==> src/rtl/march_bist_pkg.sv <==
package march_bist_pkg;

    localparam int unsigned PHASE_W = 6;

    typedef enum logic [PHASE_W-1:0] {
        PH_UP_W0   = 6'd0,
        PH_UP_R0W1 = 6'd1,
        PH_UP_R1W0 = 6'd2,
        PH_UP_R0   = 6'd3,
        PH_DN_W1   = 6'd4,
        PH_DN_R1W0 = 6'd5,
        PH_DN_R0   = 6'd6,
        PH_P1_R0   = 6'd7,
        PH_IDLE    = 6'h3F
    } phase_e;

    // Per-phase control word
    typedef struct packed {
        logic rd0;
        logic rd1;
        logic wr;
        logic exp_ones;
        logic wr_ones;
        logic descending;
        logic down_run;
        logic two_step;
    } phase_ctl_t;

    // Read passes per half (ascending: 3 on port 0; descending: 2 on port 0 + 1 on port 1)
    localparam int unsigned READ_PASSES = 3;

    function automatic phase_ctl_t phase_decode(input phase_e ph);
        phase_ctl_t c;
        c = '0;
        case (ph)
            PH_UP_W0: begin
                c.wr = 1'b1;
            end
            PH_UP_R0W1: begin
                c.rd0 = 1'b1; c.wr = 1'b1; c.wr_ones = 1'b1; c.two_step = 1'b1;
            end
            PH_UP_R1W0: begin
                c.rd0 = 1'b1; c.wr = 1'b1; c.exp_ones = 1'b1; c.two_step = 1'b1;
            end
            PH_UP_R0: begin
                c.rd0 = 1'b1; c.two_step = 1'b1;
            end
            PH_DN_W1: begin
                c.wr = 1'b1; c.wr_ones = 1'b1; c.descending = 1'b1; c.down_run = 1'b1;
            end
            PH_DN_R1W0: begin
                c.rd0 = 1'b1; c.wr = 1'b1; c.exp_ones = 1'b1; c.descending = 1'b1;
                c.down_run = 1'b1; c.two_step = 1'b1;
            end
            PH_DN_R0: begin
                c.rd0 = 1'b1; c.descending = 1'b1; c.down_run = 1'b1; c.two_step = 1'b1;
            end
            PH_P1_R0: begin
                c.rd1 = 1'b1; c.down_run = 1'b1; c.two_step = 1'b1;
            end
            default: c = '0;
        endcase
        return c;
    endfunction

    function automatic phase_e phase_next(input phase_e ph);
        phase_e n;
        if (ph == PH_P1_R0 || ph == PH_IDLE)
            n = PH_IDLE;
        else
            n = phase_e'(ph + 6'd1);
        return n;
    endfunction

endpackage

==> src/rtl/bist_addr_ctr.sv <==
module bist_addr_ctr #(
    parameter int ADDR_W = 6
) (
    input  logic              clk,
    input  logic              rst,
    input  logic              load,
    input  logic              load_top,
    input  logic              step,
    input  logic              down,
    output logic [ADDR_W-1:0] addr,
    output logic              at_end
);
    localparam logic [ADDR_W-1:0] TOP = '1;
    localparam logic [ADDR_W-1:0] ONE = {{(ADDR_W-1){1'b0}}, 1'b1};

    always_ff @(posedge clk) begin
        if (rst)
            addr <= '0;
        else if (load)
            addr <= load_top ? TOP : '0;
        else if (step)
            addr <= down ? (addr - ONE) : (addr + ONE);
    end

    assign at_end = down ? (addr == '0) : (addr == TOP);

endmodule

==> src/rtl/bist_seq.sv <==
module bist_seq
    import march_bist_pkg::*;
(
    input  logic   clk,
    input  logic   rst,
    input  logic   start,
    input  logic   at_end,
    output phase_e phase,
    output logic   sub,
    output logic   active,
    output logic   start_go,
    output logic   run_end,
    output logic   ctr_load,
    output logic   ctr_load_top,
    output logic   ctr_step
);
    phase_e     phase_q;
    logic       sub_q;
    phase_ctl_t pc;
    phase_ctl_t nc;
    logic       elem_done;
    logic       last_elem;

    assign pc        = phase_decode(phase_q);
    assign nc        = phase_decode(phase_next(phase_q));
    assign active    = (phase_q != PH_IDLE);
    assign start_go  = !active && start;
    assign elem_done = active && (pc.two_step ? sub_q : 1'b1);
    assign last_elem = elem_done && at_end;
    assign run_end   = last_elem && (phase_q == PH_P1_R0);

    assign ctr_load     = start_go || last_elem;
    assign ctr_load_top = start_go ? 1'b0 : nc.descending;
    assign ctr_step     = elem_done && !at_end;

    always_ff @(posedge clk) begin
        if (rst) begin
            phase_q <= PH_IDLE;
            sub_q   <= 1'b0;
        end else if (start_go) begin
            phase_q <= PH_UP_W0;
            sub_q   <= 1'b0;
        end else if (active) begin
            sub_q <= pc.two_step ? ~sub_q : 1'b0;
            if (last_elem)
                phase_q <= phase_next(phase_q);
        end
    end

    assign phase = phase_q;
    assign sub   = sub_q;

    AST_PHASE_LEGAL: assert property (@(posedge clk) disable iff (rst)
        (phase_q <= PH_P1_R0) || (phase_q == PH_IDLE));

    AST_START_LEAVES_IDLE: assert property (@(posedge clk) disable iff (rst)
        start_go |=> (phase_q == PH_UP_W0));

    AST_RUN_ENDS_IDLE: assert property (@(posedge clk) disable iff (rst)
        run_end |=> (phase_q == PH_IDLE));

endmodule

==> src/rtl/bist_result.sv <==
module bist_result #(
    parameter int DATA_W = 72,
    parameter int DEPTH  = 64,
    parameter int PASSES = 3
) (
    input  logic              clk,
    input  logic              rst,
    input  logic              start_go,
    input  logic              cmp_valid,
    input  logic              down_run,
    input  logic              run_end,
    input  logic              exp_ones,
    input  logic [DATA_W-1:0] rd_data,
    output logic              pass,
    output logic              fail_up,
    output logic              fail_down
);
    localparam int unsigned READS = DEPTH * PASSES;
    localparam int unsigned CNT_W = $clog2(READS + 1);
    localparam logic [CNT_W-1:0] READS_C = CNT_W'(READS);
    localparam logic [CNT_W-1:0] ONE     = {{(CNT_W-1){1'b0}}, 1'b1};

    logic             match;
    logic             good;
    logic [CNT_W-1:0] up_cnt, dn_cnt;
    logic [CNT_W-1:0] up_nxt, dn_nxt;

    assign match  = (rd_data == {DATA_W{exp_ones}});
    assign good   = cmp_valid && match;
    assign up_nxt = up_cnt + ((good && !down_run) ? ONE : '0);
    assign dn_nxt = dn_cnt + ((good &&  down_run) ? ONE : '0);

    always_ff @(posedge clk) begin
        if (rst) begin
            up_cnt    <= '0;
            dn_cnt    <= '0;
            pass      <= 1'b0;
            fail_up   <= 1'b0;
            fail_down <= 1'b0;
        end else if (start_go) begin
            up_cnt    <= '0;
            dn_cnt    <= '0;
            pass      <= 1'b0;
            fail_up   <= 1'b0;
            fail_down <= 1'b0;
        end else begin
            if (cmp_valid) begin
                up_cnt <= up_nxt;
                dn_cnt <= dn_nxt;
            end
            if (run_end) begin
                fail_up   <= (up_nxt != READS_C);
                fail_down <= (dn_nxt != READS_C);
                pass      <= (up_nxt == READS_C) && (dn_nxt == READS_C);
            end
        end
    end

    AST_PASS_FAIL_EXCL: assert property (@(posedge clk) disable iff (rst)
        !(pass && (fail_up || fail_down)));

    AST_FLAGS_HOLD: assert property (@(posedge clk) disable iff (rst)
        (!start_go && !run_end) |=> $stable({pass, fail_up, fail_down}));

    AST_CNT_BOUND: assert property (@(posedge clk) disable iff (rst)
        (up_cnt <= READS_C) && (dn_cnt <= READS_C));

endmodule

==> src/rtl/bist_port_mux.sv <==
module bist_port_mux #(
    parameter int ADDR_W = 6,
    parameter int DATA_W = 72,
    parameter int NRD    = 2
) (
    input  logic                       active,
    input  logic [NRD-1:0]             f_rd_en,
    input  logic [NRD-1:0][ADDR_W-1:0] f_rd_addr,
    input  logic [NRD-1:0]             b_rd_en,
    input  logic [NRD-1:0][ADDR_W-1:0] b_rd_addr,
    output logic [NRD-1:0]             o_rd_en,
    output logic [NRD-1:0][ADDR_W-1:0] o_rd_addr,
    input  logic                       f_wr_en,
    input  logic [ADDR_W-1:0]          f_wr_addr,
    input  logic [DATA_W-1:0]          f_wr_data,
    input  logic                       b_wr_en,
    input  logic [ADDR_W-1:0]          b_wr_addr,
    input  logic [DATA_W-1:0]          b_wr_data,
    output logic                       o_wr_en,
    output logic [ADDR_W-1:0]          o_wr_addr,
    output logic [DATA_W-1:0]          o_wr_data
);
    for (genvar i = 0; i < NRD; i++) begin : g_rd
        assign o_rd_en[i]   = active ? b_rd_en[i]   : f_rd_en[i];
        assign o_rd_addr[i] = active ? b_rd_addr[i] : f_rd_addr[i];
    end

    assign o_wr_en   = active ? b_wr_en   : f_wr_en;
    assign o_wr_addr = active ? b_wr_addr : f_wr_addr;
    assign o_wr_data = active ? b_wr_data : f_wr_data;

endmodule

==> src/rtl/march_bist_ctrl.sv <==
module march_bist_ctrl
    import march_bist_pkg::*;
#(
    parameter int ADDR_W = 6,
    parameter int DATA_W = 72,
    parameter int STAT_W = 32
) (
    input  logic              clk,
    input  logic              rst,
    input  logic              run_start,
    output logic [STAT_W-1:0] status,
    input  logic              fn_rd0_en,
    input  logic [ADDR_W-1:0] fn_rd0_addr,
    input  logic              fn_rd1_en,
    input  logic [ADDR_W-1:0] fn_rd1_addr,
    input  logic              fn_wr_en,
    input  logic [ADDR_W-1:0] fn_wr_addr,
    input  logic [DATA_W-1:0] fn_wr_data,
    output logic              arr_rd0_en,
    output logic [ADDR_W-1:0] arr_rd0_addr,
    input  logic [DATA_W-1:0] arr_rd0_data,
    output logic              arr_rd1_en,
    output logic [ADDR_W-1:0] arr_rd1_addr,
    input  logic [DATA_W-1:0] arr_rd1_data,
    output logic              arr_wr_en,
    output logic [ADDR_W-1:0] arr_wr_addr,
    output logic [DATA_W-1:0] arr_wr_data,
    output logic              test_pass,
    output logic              test_fail,
    output logic              fail_up,
    output logic              fail_down
);
    localparam int DEPTH    = 1 << ADDR_W;
    localparam int NRD      = 2;
    localparam int BIT_PASS = 8;
    localparam int BIT_FUP  = 9;
    localparam int BIT_FDN  = 10;

    phase_e            phase;
    phase_ctl_t        pc;
    logic              sub, active, start_go, run_end;
    logic              ctr_load, ctr_load_top, ctr_step;
    logic [ADDR_W-1:0] addr;
    logic              at_end;
    logic              cmp_valid;
    logic [DATA_W-1:0] cmp_data;
    logic              pass_q, fup_q, fdn_q;

    logic [NRD-1:0]             b_rd_en, f_rd_en, o_rd_en;
    logic [NRD-1:0][ADDR_W-1:0] b_rd_addr, f_rd_addr, o_rd_addr;
    logic                       b_wr_en;
    logic [DATA_W-1:0]          b_wr_data;

    bist_seq u_seq (
        .clk          (clk),
        .rst          (rst),
        .start        (run_start),
        .at_end       (at_end),
        .phase        (phase),
        .sub          (sub),
        .active       (active),
        .start_go     (start_go),
        .run_end      (run_end),
        .ctr_load     (ctr_load),
        .ctr_load_top (ctr_load_top),
        .ctr_step     (ctr_step)
    );

    assign pc = phase_decode(phase);

    bist_addr_ctr #(.ADDR_W(ADDR_W)) u_ctr (
        .clk      (clk),
        .rst      (rst),
        .load     (ctr_load),
        .load_top (ctr_load_top),
        .step     (ctr_step),
        .down     (pc.descending),
        .addr     (addr),
        .at_end   (at_end)
    );

    // Read in the first cycle of an element, compare and write in the second
    assign b_rd_en[0]   = active && pc.two_step && !sub && pc.rd0;
    assign b_rd_en[1]   = active && pc.two_step && !sub && pc.rd1;
    assign b_rd_addr[0] = addr;
    assign b_rd_addr[1] = addr;
    assign b_wr_en      = active && pc.wr && (pc.two_step ? sub : 1'b1);
    assign b_wr_data    = {DATA_W{pc.wr_ones}};

    assign f_rd_en[0]   = fn_rd0_en;
    assign f_rd_en[1]   = fn_rd1_en;
    assign f_rd_addr[0] = fn_rd0_addr;
    assign f_rd_addr[1] = fn_rd1_addr;

    bist_port_mux #(.ADDR_W(ADDR_W), .DATA_W(DATA_W), .NRD(NRD)) u_mux (
        .active    (active),
        .f_rd_en   (f_rd_en),
        .f_rd_addr (f_rd_addr),
        .b_rd_en   (b_rd_en),
        .b_rd_addr (b_rd_addr),
        .o_rd_en   (o_rd_en),
        .o_rd_addr (o_rd_addr),
        .f_wr_en   (fn_wr_en),
        .f_wr_addr (fn_wr_addr),
        .f_wr_data (fn_wr_data),
        .b_wr_en   (b_wr_en),
        .b_wr_addr (addr),
        .b_wr_data (b_wr_data),
        .o_wr_en   (arr_wr_en),
        .o_wr_addr (arr_wr_addr),
        .o_wr_data (arr_wr_data)
    );

    assign arr_rd0_en   = o_rd_en[0];
    assign arr_rd0_addr = o_rd_addr[0];
    assign arr_rd1_en   = o_rd_en[1];
    assign arr_rd1_addr = o_rd_addr[1];

    assign cmp_valid = active && pc.two_step && sub;
    assign cmp_data  = pc.rd1 ? arr_rd1_data : arr_rd0_data;

    bist_result #(.DATA_W(DATA_W), .DEPTH(DEPTH), .PASSES(READ_PASSES)) u_res (
        .clk       (clk),
        .rst       (rst),
        .start_go  (start_go),
        .cmp_valid (cmp_valid),
        .down_run  (pc.down_run),
        .run_end   (run_end),
        .exp_ones  (pc.exp_ones),
        .rd_data   (cmp_data),
        .pass      (pass_q),
        .fail_up   (fup_q),
        .fail_down (fdn_q)
    );

    assign test_pass = pass_q;
    assign test_fail = fup_q || fdn_q;
    assign fail_up   = fup_q;
    assign fail_down = fdn_q;

    always_comb begin
        status                 = '0;
        status[PHASE_W-1:0]    = phase;
        status[BIT_PASS]       = pass_q;
        status[BIT_FUP]        = fup_q;
        status[BIT_FDN]        = fdn_q;
    end

    AST_RD_BEFORE_WR: assert property (@(posedge clk) disable iff (rst)
        (active && pc.two_step && arr_wr_en)
        |-> ($past(arr_rd0_en) && ($past(arr_rd0_addr) == arr_wr_addr)));

endmodule

==> config.mk <==
export PLATFORM = sky130hd
export DESIGN_NAME = march_bist_ctrl
export DESIGN_NICKNAME = d
export VERILOG_FILES = /design/src/rtl/march_bist_pkg.sv /design/src/rtl/bist_addr_ctr.sv /design/src/rtl/bist_seq.sv /design/src/rtl/bist_result.sv /design/src/rtl/bist_port_mux.sv /design/src/rtl/march_bist_ctrl.sv
export SDC_FILE = /design/constraint.sdc
export NUM_CORES = 1
export LEC_CHECK = 0
export BUFFER_PORTS_ARGS = -buffer_cell sky130_fd_sc_hd__buf_2
export CORE_AREA = 2 2 145 147
export DETAILED_ROUTE_END_ITERATION = 10
export DIE_AREA = 0 0 147 149
export PLACE_DENSITY = 0.51
export SYNTH_ARGS = -nofsm -noshare
export SYNTH_HDL_FRONTEND = slang
export SYNTH_SLANG_ARGS = --single-unit
==> constraint.sdc <==
create_clock -name clk -period 3.8 [get_ports clk]
set_clock_uncertainty 0.05 [all_clocks]
set_input_delay 0.57 -clock clk [delete_from_list [all_inputs] [get_ports clk]]
set_output_delay 0.57 -clock clk [all_outputs]
set_load 0.005 [all_outputs]
Word-level counts from Yosys, hierarchy flattened --
Cells that the tools add are included.
Storage, ports and cells: register bits after elaboration 32, bits in latches 0, RAM bits 0, bits in read-only memories 0, input bits 240, output and inout bits 129, word-level logic and storage cells 101, memories 0
Cells by class: add/sub/neg operators 5, $mul 0, divide/modulo/power cells 0, magnitude comparators 0, eq/ne operators 18, shift-type cells 0, mux-type cells 31, bitwise gates (word level) 1, reduce and logical (&&, ||, !) cells 38
Operators with widths (count):
- $mux 72 | 2
- $eq 72x72->1 | 1
- $mux 6 | 11
- $eq 6x3->1 const B | 7
- $mux 1 | 18
- $add 8x8->8 | 2
- $eq 8x8->1 const B | 2
- $logic_and 1x1->1 | 16
- $ne 8x8->1 const B | 2
- $add 6x1->6 const B | 2
- $eq 6x2->1 const B | 2
- $eq 6x6->1 const B | 2
- $logic_not 6->1 | 2
- $reduce_or 5->1 | 2
- $eq 6x1->1 const B | 1
- $ne 6x6->1 const B | 1
- $reduce_bool 2->1 | 3
- $reduce_or 2->1 | 3
- $reduce_or 3->1 | 2
- $reduce_or 6->1 | 1
- $sub 6x1->6 const B | 1
- $logic_not 1->1 | 4
- $reduce_or 4->1 | 1
- $logic_or 1x1->1 | 3
- 2 further kinds | 2

Depth between registers and ports, before layout --
Gate-level depths: netlist of run 1.
word-level depth 11, gate-level depth with buffers 16, gate-level depth less buffers 16

Cells and area by module --
From an unflattened synthesis of run 1, not the netlist that was laid out.
Second synthesis, totals: cells, all modules 562, area, all modules 5151.2 um2
Modules (own cells, without submodules):
- bist_result | instances 1, cells each 199, area an instance 1431.4 um2, seq. area each 380.4 um2
- bist_port_mux | instances 1, cells each 103, area an instance 1406.3 um2, seq. area each 0.0 um2
- march_bist_ctrl | instances 1, cells each 127, area an instance 1238.7 um2, seq. area each 0.0 um2
- bist_seq | instances 1, cells each 72, area an instance 591.8 um2, seq. area each 140.1 um2
- bist_addr_ctr | instances 1, cells each 61, area an instance 483.0 um2, seq. area each 120.1 um2

Least setup slack after synthesis of run 1 --
Ideal clock, no wire load.
path kind input to register, start input arr_rd1_data[71], end register u_res.pass, library setup time 0.070 ns, arrival 3.492 ns, required time 3.680 ns, setup slack 0.187 ns, stages on the path 12, path buffers 0, cells stage by stage nand4_1 > or4_1 > nor4_1 > a31oi_1 > o32a_1 > nor4_1 > ha_1 > ha_1 > or2_2 > a2111oi_0 > nand4_1 > a21oi_1
On the way: word-level cells in the longest chain between the ends 8, elaborated cells between the ends (all ways) 12, classes of those cells add/sub: 2; eq/ne: 3; mux: 3; reduce/logical: 4
Ends and longest elaborated chain:
- start, declared | RTL line march_bist_ctrl.sv:24 | input logic [DATA_W-1:0] arr_rd1_data,
- $mux 72 | RTL line march_bist_ctrl.sv:120 | assign cmp_data = pc.rd1 ? arr_rd1_data : arr_rd0_data;
- $eq 72x72->1 | RTL line bist_result.sv:28 | assign match = (rd_data == {DATA_W{exp_ones}});
- $logic_and 1x1->1 | RTL line bist_result.sv:29 | assign good = cmp_valid && match;
- $logic_and 1x1->1 | RTL line bist_result.sv:30 | assign up_nxt = up_cnt + ((good && !down_run) ? ONE : '0);
- $mux 1 | RTL line bist_result.sv:30
- $add 8x8->8 | RTL line bist_result.sv:30
- named net u_res.up_nxt[1] | RTL line bist_result.sv:26 | logic [CNT_W-1:0] up_nxt, dn_nxt;
- $eq 8x8->1 | RTL line bist_result.sv:54 | pass <= (up_nxt == READS_C) && (dn_nxt == READS_C);
- $logic_and 1x1->1 | RTL line bist_result.sv:54
- end signal, assigned | RTL line bist_result.sv:54
- end, declared | RTL line bist_result.sv:14 | output logic pass,
The timed path passes the listed nets, and every way through them passes these cells. A chain may end at the register's enable or synchronous reset.

Final worst setup path of run 1 --
start input arr_rd1_data[70], end register u_res.fail_down
On the way: word-level cells in the longest chain between the ends 7
Ends and longest elaborated chain:
- $mux 72 | RTL line march_bist_ctrl.sv:120
- $eq 72x72->1 | RTL line bist_result.sv:28
- $logic_and 1x1->1 | RTL line bist_result.sv:29
- $logic_and 1x1->1 | RTL line bist_result.sv:31 | assign dn_nxt = dn_cnt + ((good && down_run) ? ONE : '0);
- $mux 1 | RTL line bist_result.sv:31
- $add 8x8->8 | RTL line bist_result.sv:31
- $ne 8x8->1 | RTL line bist_result.sv:53 | fail_down <= (dn_nxt != READS_C);
- end signal, assigned | RTL line bist_result.sv:53
- end, declared | RTL line bist_result.sv:16 | output logic fail_down
No other way between the ends.

==> results of run 1 <==
layout by cell type, fill, tap and decap left out, types with 3 or more instances in the layout:
master,instances
a211oi_1,3
a21o_1,75
a21oi_1,18
a221oi_1,5
a311o_1,4
a31oi_1,6
and2_1,3
buf_2,345
buf_4,39
clkbuf_16,5
conb_1,23
dfxtp_1,32
ha_1,10
inv_1,11
mux2i_1,3
nand2_1,67
nand2b_1,3
nand3_1,16
nand4_1,47
nor2_1,23
nor2b_1,5
nor3_1,8
nor4_1,46
o21ai_0,13
or3_1,3
or4_1,4
xnor2_1,8
xor2_1,10
power breakdown:
group	switching [W]	internal [W]
Combinational	0.00151	0.00126
Sequential	0.0000545	0.000392
Clock	0.000144	0.000308
critical path, cell delays in order:
cell       delay (ns)
buf_2            0.10
nand4_1          0.09
or4_1            0.56
nor4_2           0.18
a31oi_1          0.13
o32a_1           0.37
a211oi_2         0.16
ha_1             0.19
ha_2             0.20
and2_1           0.15
o21ai_0          0.09
a41oi_1          0.24
a2111oi_2        0.08
buf_4            0.14
or3_1            0.30
a21oi_1          0.14
layout make-up:
class | instances | area [um^2]
clock buffers | 6 | 129
fillers | 2301 | 14500
repair buffers | 384 | 2020
multi-input cells | 441 | 2800
diodes | 1 | 2.50
inverters | 11 | 41.3
well taps | 275 | 344
clock inverters | 2 | 35.0
flip-flops and latches | 32 | 641
flip-flops by register name, indices dropped and copies added (netlist names):
register and count:
u_seq.sub 1, u_res.dn_cnt 8, u_res.fail_down 1, u_res.fail_up 1, u_res.pass 1, u_res.up_cnt 8, u_ctr.addr 6, u_seq.phase 6
cells by family (layout without fill, tap and decap cells):
group	after synthesis	in the layout	share of synthesized area (%)
mux	3	3	0.817
other cells	1	24	0.102
fa+ha+maj	13	13	4.63
buf+inv	67	403	10.2
compound gates	141	141	27.4
flops	32	32	17.4
simple gates	243	243	35.1
xor+xnor	18	18	4.29
path summary, 6_finish.rpt:
kind / endpoint / startpoint / cells past startpoint / slack (ns)
worst min register to register: u_res.dn_cnt[0]$_SDFFE_PP0P_ / u_res.dn_cnt[0]$_SDFFE_PP0P_ / 2 / 0.41
worst max-delay path: u_res.fail_down$_SDFFE_PP0P_ / arr_rd1_data[70] / 16 / 0.26
worst min-delay path: u_res.dn_cnt[0]$_SDFFE_PP0P_ / u_res.dn_cnt[0]$_SDFFE_PP0P_ / 2 / 0.41
worst max register to register: u_res.fail_down$_SDFFE_PP0P_ / u_seq.phase[0]$_SDFFE_PP1P_ / 17 / 0.26
routing by layer:
| metal | routed length, um | share of wire [%] |
|---|---|---|
| met1 | 7200 | 39 |
| met2 | 9730 | 53 |
| met3 | 1170 | 6.3 |
| met4 | 297 | 1.6 |
| met5 | 16 | 0.087 |
cells in the mapped netlist (2+ instances only):
library cell,n
buf_4,27
nor4_1,48
o21ai_0,13
nand2b_1,3
and2_1,3
o2111ai_1,2
or3_4,2
nor3_1,9
a311o_1,4
xor2_1,10
or2_2,2
nand3_1,16
a31oi_1,6
a21oi_1,18
a211oi_1,4
nor2_1,26
nand4_1,47
nor2b_1,5
a21o_1,75
or4_1,4
a2111oi_0,2
nor3b_1,2
nand2_1,67
clkbuf_1,26
ha_1,12
inv_1,11
o32ai_1,2
and3_1,2
buf_6,3
a221oi_1,5
dfxtp_1,32
xnor2_1,8
or3_1,3
mux2i_1,3
o21bai_1,2
stage by stage:
| stage | setup WS, ns | util [%] |
|---|---|---|
| 6_report | 0.256 | 29.2 |
| 5_1_grt | 0.000759 | 29.2 |
| 4_1_cts | 0.0477 | 29.0 |
| 3_5_place_dp | -0.234 | 28.2 |
| 3_3_place_gp | -0.184 | 28.2 |
| 2_1_floorplan | 0.187 | - |
==> metrics, run 1 <==
Post-synth ARST share 0%; Die Y 149 um; deepest clock path buffer count 2; clock sink total 32; vias in the first global route 5030; Syn Std Cell Area 3670 um^2; Site Rows 53; DP Wirelength 15.8 mm; First-pass DRT Iterations 4; status finished, final reports clean; CTS Hold Bufs 0; H-tree Lvls 2; Max-Cap Viols 0; Clock Latency Late Sink 0.27 ns; Post-synth EDFFs 0; Syn Area/Cell 7.09 um^2; dpl cell area 5800 um^2; Worst EP arrival 3.70 ns; Max FO, Critical Path 4; num ports 369; Wirelength per Cell 16.0 um; placed cell count 1143; pin count of the biggest net entering global routing 63; Yosys reg bits 32; top cell type by total area after synthesis dfxtp_1; GR peak layer met2; ratio of final minimum period to clock period 93.3%; initial antenna violation count 3; min cycle time layout 3.54 ns; Hold WS 0.409 ns; max-slew violations 0; Vias 5294; Mapped Cells 518; Final ANT Viol Nets 0; setup TNS 0 ns; startpoint types primary input; Worst Tran Pin Value 0.603 ns; Routed WL 18.4 mm; GR met1 Demand/Resource 17.2%; unrepaired setup endpoints after global routing false; Worst EP required 3.95 ns; Port Buffers 345; Power Density 611 nW/um^2; sequential fraction of the synthesis area 17.4%; die width 147 um; Crit Path Class in2reg; Starting Density 17.9%; met3 Resource Use GR 3.73%; Achievable Freq 282 MHz; GR Layer Usage met2 30.9%; routability cong. 0.921; leakage 3.50 nW; top_reg_cell synth dfxtp_1; Worst-path clk slew 0.05 ns; clk root buf clkbuf_16; Tot Pwr 0.00367 W; Warnings, synthesis 0; fraction of layout cells with a size suffix above 1 46.6%; CTS tree done; Hold Fails Final Rpt 0; Setup crit end kind flop; Yosys cell types 49; cts bufs inserted 5; final std cells w/o fill 1152; die area 21900 um^2; hold crit path type reg2reg; grt ovf 0; Area Overhead vs Synth 63.6%; maximum VDD drop 438 uV; nets 1128; Core Region 20600 um^2; setup violators final 0; # DRC 0; first-pass GRT wire length 27.4 mm; top cells by area, synth dfxtp_1 17%, a21o_1 15%, nor4_1 8.2%; # Post-CTS Setup Buffers 0; Via density 4.60; Final Cell Area 6010 um^2; top cell type's share of synthesized area 17.4%; initial DRC count 231; GRT Util Overall 15.8%; Max-Slew Margin vs Limit 59.4%; CTS resizes 0
Power figures use the tool's default switching activity.
==> inputs of run 2 (changes only) <==
--- a/config.mk
+++ b/config.mk
@@ -6,10 +6,12 @@
 export NUM_CORES = 1
 export LEC_CHECK = 0
 export BUFFER_PORTS_ARGS = -buffer_cell sky130_fd_sc_hd__buf_2
-export CORE_AREA = 2 2 145 147
+export CELL_PAD_IN_SITES_DETAIL_PLACEMENT = 0
+export CELL_PAD_IN_SITES_GLOBAL_PLACEMENT = 1
+export CORE_UTILIZATION = 26
 export DETAILED_ROUTE_END_ITERATION = 10
-export DIE_AREA = 0 0 147 149
-export PLACE_DENSITY = 0.51
+export PLACE_DENSITY = 0.81
 export SYNTH_ARGS = -nofsm -noshare
 export SYNTH_HDL_FRONTEND = slang
+export SYNTH_HIERARCHICAL = 1
 export SYNTH_SLANG_ARGS = --single-unit
==> metrics, run 2 <==
startpoint types flop (was primary input); sequential fraction of the synthesis area 12.4% (was 17.4%); Worst EP required 3.93 ns (was 3.95 ns); Max-Cap Viols 0 (unchanged); routability cong. 0.861 (was 0.921); Syn Std Cell Area 5150 um^2 (was 3670 um^2); ratio of final minimum period to clock period 122% (was 93.3%); fraction of layout cells with a size suffix above 1 60.0% (was 46.6%); most common cell after layout, fill and taps aside buf_2 (unchanged); H-tree Lvls 2 (unchanged); Worst EP arrival 4.77 ns (was 3.70 ns); failing checks setup timing; max-slew violations 0 (unchanged); Worst Hold Launch u_res/pass$_SDFFE_PP0P_ (was u_res.dn_cnt[0]$_SDFFE_PP0P_); final std cells w/o fill 1214 (was 1152); Core Region 19500 um^2 (was 20600 um^2); met3 Resource Use GR 3.15% (was 3.73%); clk root buf clkbuf_16 (unchanged); num ports 369 (unchanged); top cells by area, synth mux2_4 20%, mux2_1 15%, dfxtp_1 12% (was dfxtp_1 17%, a21o_1 15%, nor4_1 8.2%); Yosys cell types 67 (was 49); grt ovf 0 (unchanged); placed cell count 1187 (was 1143); Crit Path Class reg2reg (was in2reg); Setup crit end kind flop (unchanged); min cycle time layout 4.64 ns (was 3.54 ns); Worst R2R Start u_seq/phase[3]$_SDFFE_PP1P_ (was u_seq.phase[0]$_SDFFE_PP1P_); status complete, but fails checks (was finished, final reports clean); crit path from u_seq/phase[3]$_SDFFE_PP1P_ (was arr_rd1_data[70]); clock sink total 32 (unchanged); reg2reg setup slack -0.84 ns (was 0.26 ns); Area Overhead vs Synth 51.7% (was 63.6%); filler instances 2037 (was 2301); die width 143 um (was 147 um); setup violators final 14 (was 0); Warnings, synthesis 6 (was 0); biggest regs u_res/dn_cnt: 8 flops, u_res/up_cnt: 8 flops (was u_res.dn_cnt: 8 flops, u_res.up_cnt: 8 flops); Final ANT Viol Nets 0 (unchanged); Hold Fails Final Rpt 0 (unchanged); Mapped Cells 562 (was 518); GR Layer Usage met2 35.3% (was 30.9%); Starting Density 26.5% (was 17.9%); Worst-path clk slew 0.05 ns (about the same); # DRC 0 (unchanged); commonest non-fill, non-tap cells in the layout 345 x buf_2, 79 x mux2_4, 61 x mux2_1 (was 345 x buf_2, 75 x a21o_1, 67 x nand2_1); nets 1194 (was 1128); Via density 4.74 (was 4.60); Post-synth EDFFs 0 (unchanged); Vias 5749 (was 5294); GR met1 Demand/Resource 21.1% (was 17.2%); initial DRC count 231 (unchanged); leakage 3.89 nW (was 3.50 nW); DP Wirelength 17.5 mm (was 15.8 mm); Yosys reg bits 32 (unchanged); First-pass DRT Iterations 4 (unchanged); Clock Latency Late Sink 0.28 ns (was 0.27 ns); cts bufs inserted 5 (unchanged); CTS tree done (unchanged); unrepaired setup endpoints after global routing true (was false); Max-Slew Margin vs Limit 51.9% (was 59.4%); Routed WL 20.5 mm (was 18.4 mm); CTS Hold Bufs 0 (unchanged); Worst Tran Pin Value 0.721 ns (was 0.603 ns); deepest clock path buffer count 2 (unchanged); Syn Area/Cell 9.17 um^2 (was 7.09 um^2); top_reg_cell synth dfxtp_1 (unchanged); vias in the first global route 5422 (was 5030); GR peak layer met2 (unchanged); hold crit path type reg2reg (unchanged); first-pass GRT wire length 29.1 mm (was 27.4 mm); Final Util 40.1% (was 29.2%); Site Rows 51 (was 53); Wirelength per Cell 16.9 um (was 16.0 um); maximum VDD drop 401 uV (was 438 uV); top cell type by total area after synthesis mux2_4 (was dfxtp_1); initial antenna violation count 10 (was 3); Power Density 548 nW/um^2 (was 611 nW/um^2); die area 20400 um^2 (was 21900 um^2); Post-synth ARST share 0% (unchanged); pin count of the biggest net entering global routing 73 (was 63); Max FO, Critical Path 8 (was 4); Port Buffers 345 (unchanged); Die Y 143 um (was 149 um); Final WS setup -0.838 ns (was 0.256 ns); GRT Util Overall 18.9% (was 15.8%); top cell type's share of synthesized area 20.4% (was 17.4%); top cells by count, synth 70 x mux2_1, 70 x mux2_4, 42 x nor2_1 (was 75 x a21o_1, 67 x nand2_1, 48 x nor4_1); Achievable Freq 216 MHz (was 282 MHz)
-- run 2: cell count changes after synthesis, sizes merged, moves of 20 or more --
cell | previous run | this run
nand4 | 47 | 17
nor3 | 9 | 29
a21o | 75 | 3
buf | 30 | 50
nor4 | 48 | 15
mux2 | 0 | 165
nand2 | 67 | 25
clkbuf | 26 | 3
-- run 2: metrics by stage --
step	power, W	cell area [um^2]	setup WS [ns]	hold WS [ns]	setup TNS [ns]
finish	0.00428	7810	-0.838	0.467	-5.68
global route	0.00459	7810	-1.01	0.494	-8.18
CTS	0.00433	7640	-0.888	0.459	-5.19
detailed placement	0.00388	7330	-0.932	0.450	-5.45
global placement	0.00387	7330	-0.877	0.435	-4.73
floorplan	0.00290	5310	-0.800	0.419	-2.49
-- run 2: report_power, final --
group          switching, W  leakage (nW)  total, W  internal [W]
logic               0.00153          3.56   0.00340       0.00187
registers         0.0000586         0.259  0.000452      0.000393
clock network      0.000147        0.0772  0.000426      0.000279
total               0.00174          3.89   0.00428       0.00254
-- run 2: worst paths after layout --
kind | endpoint | depth (start not counted)
setup / recovery | u_res/pass$_SDFFE_PP0P_ | 17
setup reg to reg | u_res/pass$_SDFFE_PP0P_ | 17
hold / removal | u_res/pass$_SDFFE_PP0P_ | 2
hold reg to reg | u_res/pass$_SDFFE_PP0P_ | 2
-- run 2: cell families after synthesis --
group                      synth area share (%)
DFF                                        12.4
adders and majority gates                  3.30
muxes                                      41.9
AOI/OAI and AO/OA                          9.35
xor gates and xnor gates                   2.89
other                                    0.0728
buffers and inverters                      9.55
and+or+nand+nor                            20.5
-- run 2: area by class of cell --
type | count | area, um^2 | area share, %
Inverter | 19 | 73.8 | 0.945
Clock buffer | 8 | 156 | 2.00
Timing Repair Buffer | 403 | 2230 | 28.5
Antenna cell | 7 | 17.5 | 0.224
Tap cell | 265 | 332 | 4.24
Multi-Input combinational cell | 480 | 4350 | 55.7
Sequential cell | 32 | 651 | 8.33
-- run 2: what timing repair did --
action	4_1_cts	5_1_grt
setup buffers	8	4
resized for setup	24	25
endpoints found under the setup margin	16	76
pin swaps	8	14
-- run 2: worst max-delay path, stage by stage, from the launching register on --
cell and delay (ns):
dfxtp_2 0.32, or3_4 0.41, nor2_8 0.15, buf_12 0.15, buf_8 0.13, mux2_4 0.31, or4_4 0.53, nor4_4 0.16
o21ai_2 0.10, or4_4 0.45, nor3_4 0.22, ha_4 0.19, ha_4 0.12, nand4_1 0.10, or4_1 0.41, o211a_1 0.13
or4_1 0.49, o32ai_1 0.11
-- run 2: layer usage --
| layer | part of all wire, % | routed length [um] |
|---|---|---|
| met5 | 0 | 0 |
| met4 | 1.4 | 284 |
| met3 | 6.5 | 1340 |
| met2 | 53 | 10900 |
| met1 | 39 | 7930 |
==> inputs of run 3 (changes only) <==
--- a/config.mk
+++ b/config.mk
@@ -8,6 +8,7 @@
 export BUFFER_PORTS_ARGS = -buffer_cell sky130_fd_sc_hd__buf_2
 export CELL_PAD_IN_SITES_DETAIL_PLACEMENT = 0
 export CELL_PAD_IN_SITES_GLOBAL_PLACEMENT = 1
+export CORE_MARGIN = 8
 export CORE_UTILIZATION = 26
 export DETAILED_ROUTE_END_ITERATION = 10
 export PLACE_DENSITY = 0.81
==> metrics, run 3 (synthesized netlist as in run 2, its figures left out) <==
Routed WL 21.6 mm (was 20.5 mm); nets 1192 (was 1194); die area 24600 um^2 (was 20400 um^2); cts bufs inserted 5 (unchanged); first-pass GRT wire length 31.4 mm (was 29.1 mm); clk root buf clkbuf_16 (unchanged); ratio of final minimum period to clock period 123% (was 122%); startpoint types flop (unchanged); vias in the first global route 5822 (was 5422); H-tree Lvls 2 (unchanged); # DRC 0 (unchanged); failing checks setup timing (unchanged); leakage 3.82 nW (was 3.89 nW); Max-Cap Viols 0 (unchanged); CTS Hold Bufs 0 (unchanged); grt ovf 0 (unchanged); Site Rows 51 (unchanged); routability cong. 0.820 (was 0.861); Worst Tran Pin Value 0.688 ns (was 0.721 ns); DP Wirelength 18.6 mm (was 17.5 mm); hold crit path type reg2reg (unchanged); Worst EP arrival 4.80 ns (was 4.77 ns); Achievable Freq 214 MHz (was 216 MHz); deepest clock path buffer count 2 (unchanged); Die Y 157 um (was 143 um); Starting Density 26.5% (unchanged); biggest regs u_res/dn_cnt: 8 flops, u_res/up_cnt: 8 flops (unchanged); pin count of the biggest net entering global routing 56 (was 73); First-pass DRT Iterations 6 (was 4); Clock Latency Late Sink 0.27 ns (was 0.28 ns); Wirelength per Cell 17.9 um (was 16.9 um); Power Density 557 nW/um^2 (was 548 nW/um^2); setup TNS -4.99 ns (was -5.68 ns); commonest non-fill, non-tap cells in the layout 345 x buf_2, 79 x mux2_4, 61 x mux2_1 (unchanged); Final WS setup -0.870 ns (was -0.838 ns); initial DRC count 211 (was 231); min cycle time layout 4.67 ns (was 4.64 ns); clock sink total 32 (unchanged); Final ANT Viol Nets 0 (unchanged); max-slew violations 0 (unchanged); worst slack, placed -0.927 ns (was -0.932 ns); Worst-path clk slew 0.05 ns (about the same); Crit Path Class reg2reg (unchanged); Area Overhead vs Synth 49.3% (was 51.7%); most common cell after layout, fill and taps aside buf_2 (unchanged); setup violators final 15 (was 14); Max-Slew Margin vs Limit 54.1% (was 51.9%); CTS tree done (unchanged); Hold WS 0.460 ns (was 0.467 ns); Hold Fails Final Rpt 0 (unchanged); fraction of layout cells with a size suffix above 1 59.0% (was 60.0%); num ports 369 (unchanged); initial antenna violation count 3 (was 10); unrepaired setup endpoints after global routing true (unchanged); Port Buffers 345 (unchanged); Worst EP required 3.93 ns (about the same); Vias 5695 (was 5749); Setup crit end kind flop (unchanged); Max FO, Critical Path 11 (was 8); status complete, but fails checks (unchanged); Core Region 19500 um^2 (unchanged); GRT Util Overall 16.1% (was 18.9%); maximum VDD drop 493 uV (was 401 uV); die width 157 um (was 143 um); Via density 4.72 (was 4.74)
==> run 3: cell types whose count changed in the layout (fill, tap and decap cells not counted), moves of 2 or more <==
cell     change
nor3_2       +2
buf_6        -3
nand3_1      +2
ha_4         -2
ha_2         +2
nor3_4       -3
diode_2      -6
==> run 3: worst paths after layout <==
check / from / slack [ns] / to / depth (start not counted)
max: u_seq/phase[4]$_SDFFE_PP1P_ / -0.87 / u_res/pass$_SDFFE_PP0P_ / 17
min: u_res/up_cnt[0]$_SDFFE_PP0P_ / 0.46 / u_res/up_cnt[0]$_SDFFE_PP0P_ / 2
max reg2reg: u_seq/phase[4]$_SDFFE_PP1P_ / -0.87 / u_res/pass$_SDFFE_PP0P_ / 17
min reg2reg: u_res/up_cnt[0]$_SDFFE_PP0P_ / 0.46 / u_res/up_cnt[0]$_SDFFE_PP0P_ / 2
==> run 3: routing by layer <==
metal  wire [um]  vias up  track usage (%)  share of wire [%]
met5           0        -                0                  0
met4         478        0             4.49                2.2
met3        2270       22             4.91                 11
met2       10900      266             30.5                 51
met1        7920     2600             16.7                 37
li1            -     2807                -                  -
==> run 3: per-stage QoR <==
stage / util [%] / power [W] / cells / cell area (um^2)
2_1_floorplan: - / 0.00290 / 584 / 5310
3_3_place_gp: 37.9 / 0.00390 / 1193 / 7370
4_1_cts: 39.2 / 0.00434 / 1205 / 7630
6_report: 39.5 / 0.00429 / 1206 / 7690
5_1_grt: 39.5 / 0.00459 / 1206 / 7690
3_5_place_dp: 37.9 / 0.00391 / 1193 / 7370
==> run 3: power by group <==
group | switching, W | internal (W)
Combinational | 0.00157 | 0.00187
Clock | 0.000141 | 0.000261
Sequential | 0.0000577 | 0.000393
==> run 3: cell type report <==
class / count / area (um^2)
antenna: 1 / 2.50
clock buffer: 8 / 146
fill: 2006 / 11800
sequential: 32 / 649
inverter: 19 / 73.8
multi-input combinational: 480 / 4270
tap: 265 / 332
timing repair buffer: 401 / 2220
==> run 3: critical path, stage by stage (launching register included) <==
cell and delay [ns]:
dfxtp_4 0.33, or3_4 0.40, nor2_8 0.13, buf_12 0.16, buf_4 0.12, mux2_1 0.35
or3_4 0.35, nor4_4 0.21, o22ai_1 0.13, or4_4 0.53, nor3_2 0.19, ha_2 0.24
ha_4 0.14, nand4_1 0.11, or4_1 0.41, o211a_1 0.13, or4_1 0.49, o32ai_1 0.10
==> run 3: repair_timing <==
item | 4_1_cts | 5_1_grt
setup buffers | 3 | 0
setup endpoints to repair | 16 | 73
gates resized for setup | 14 | 11
pin swaps | 4 | 2
cloned | 1 | 0
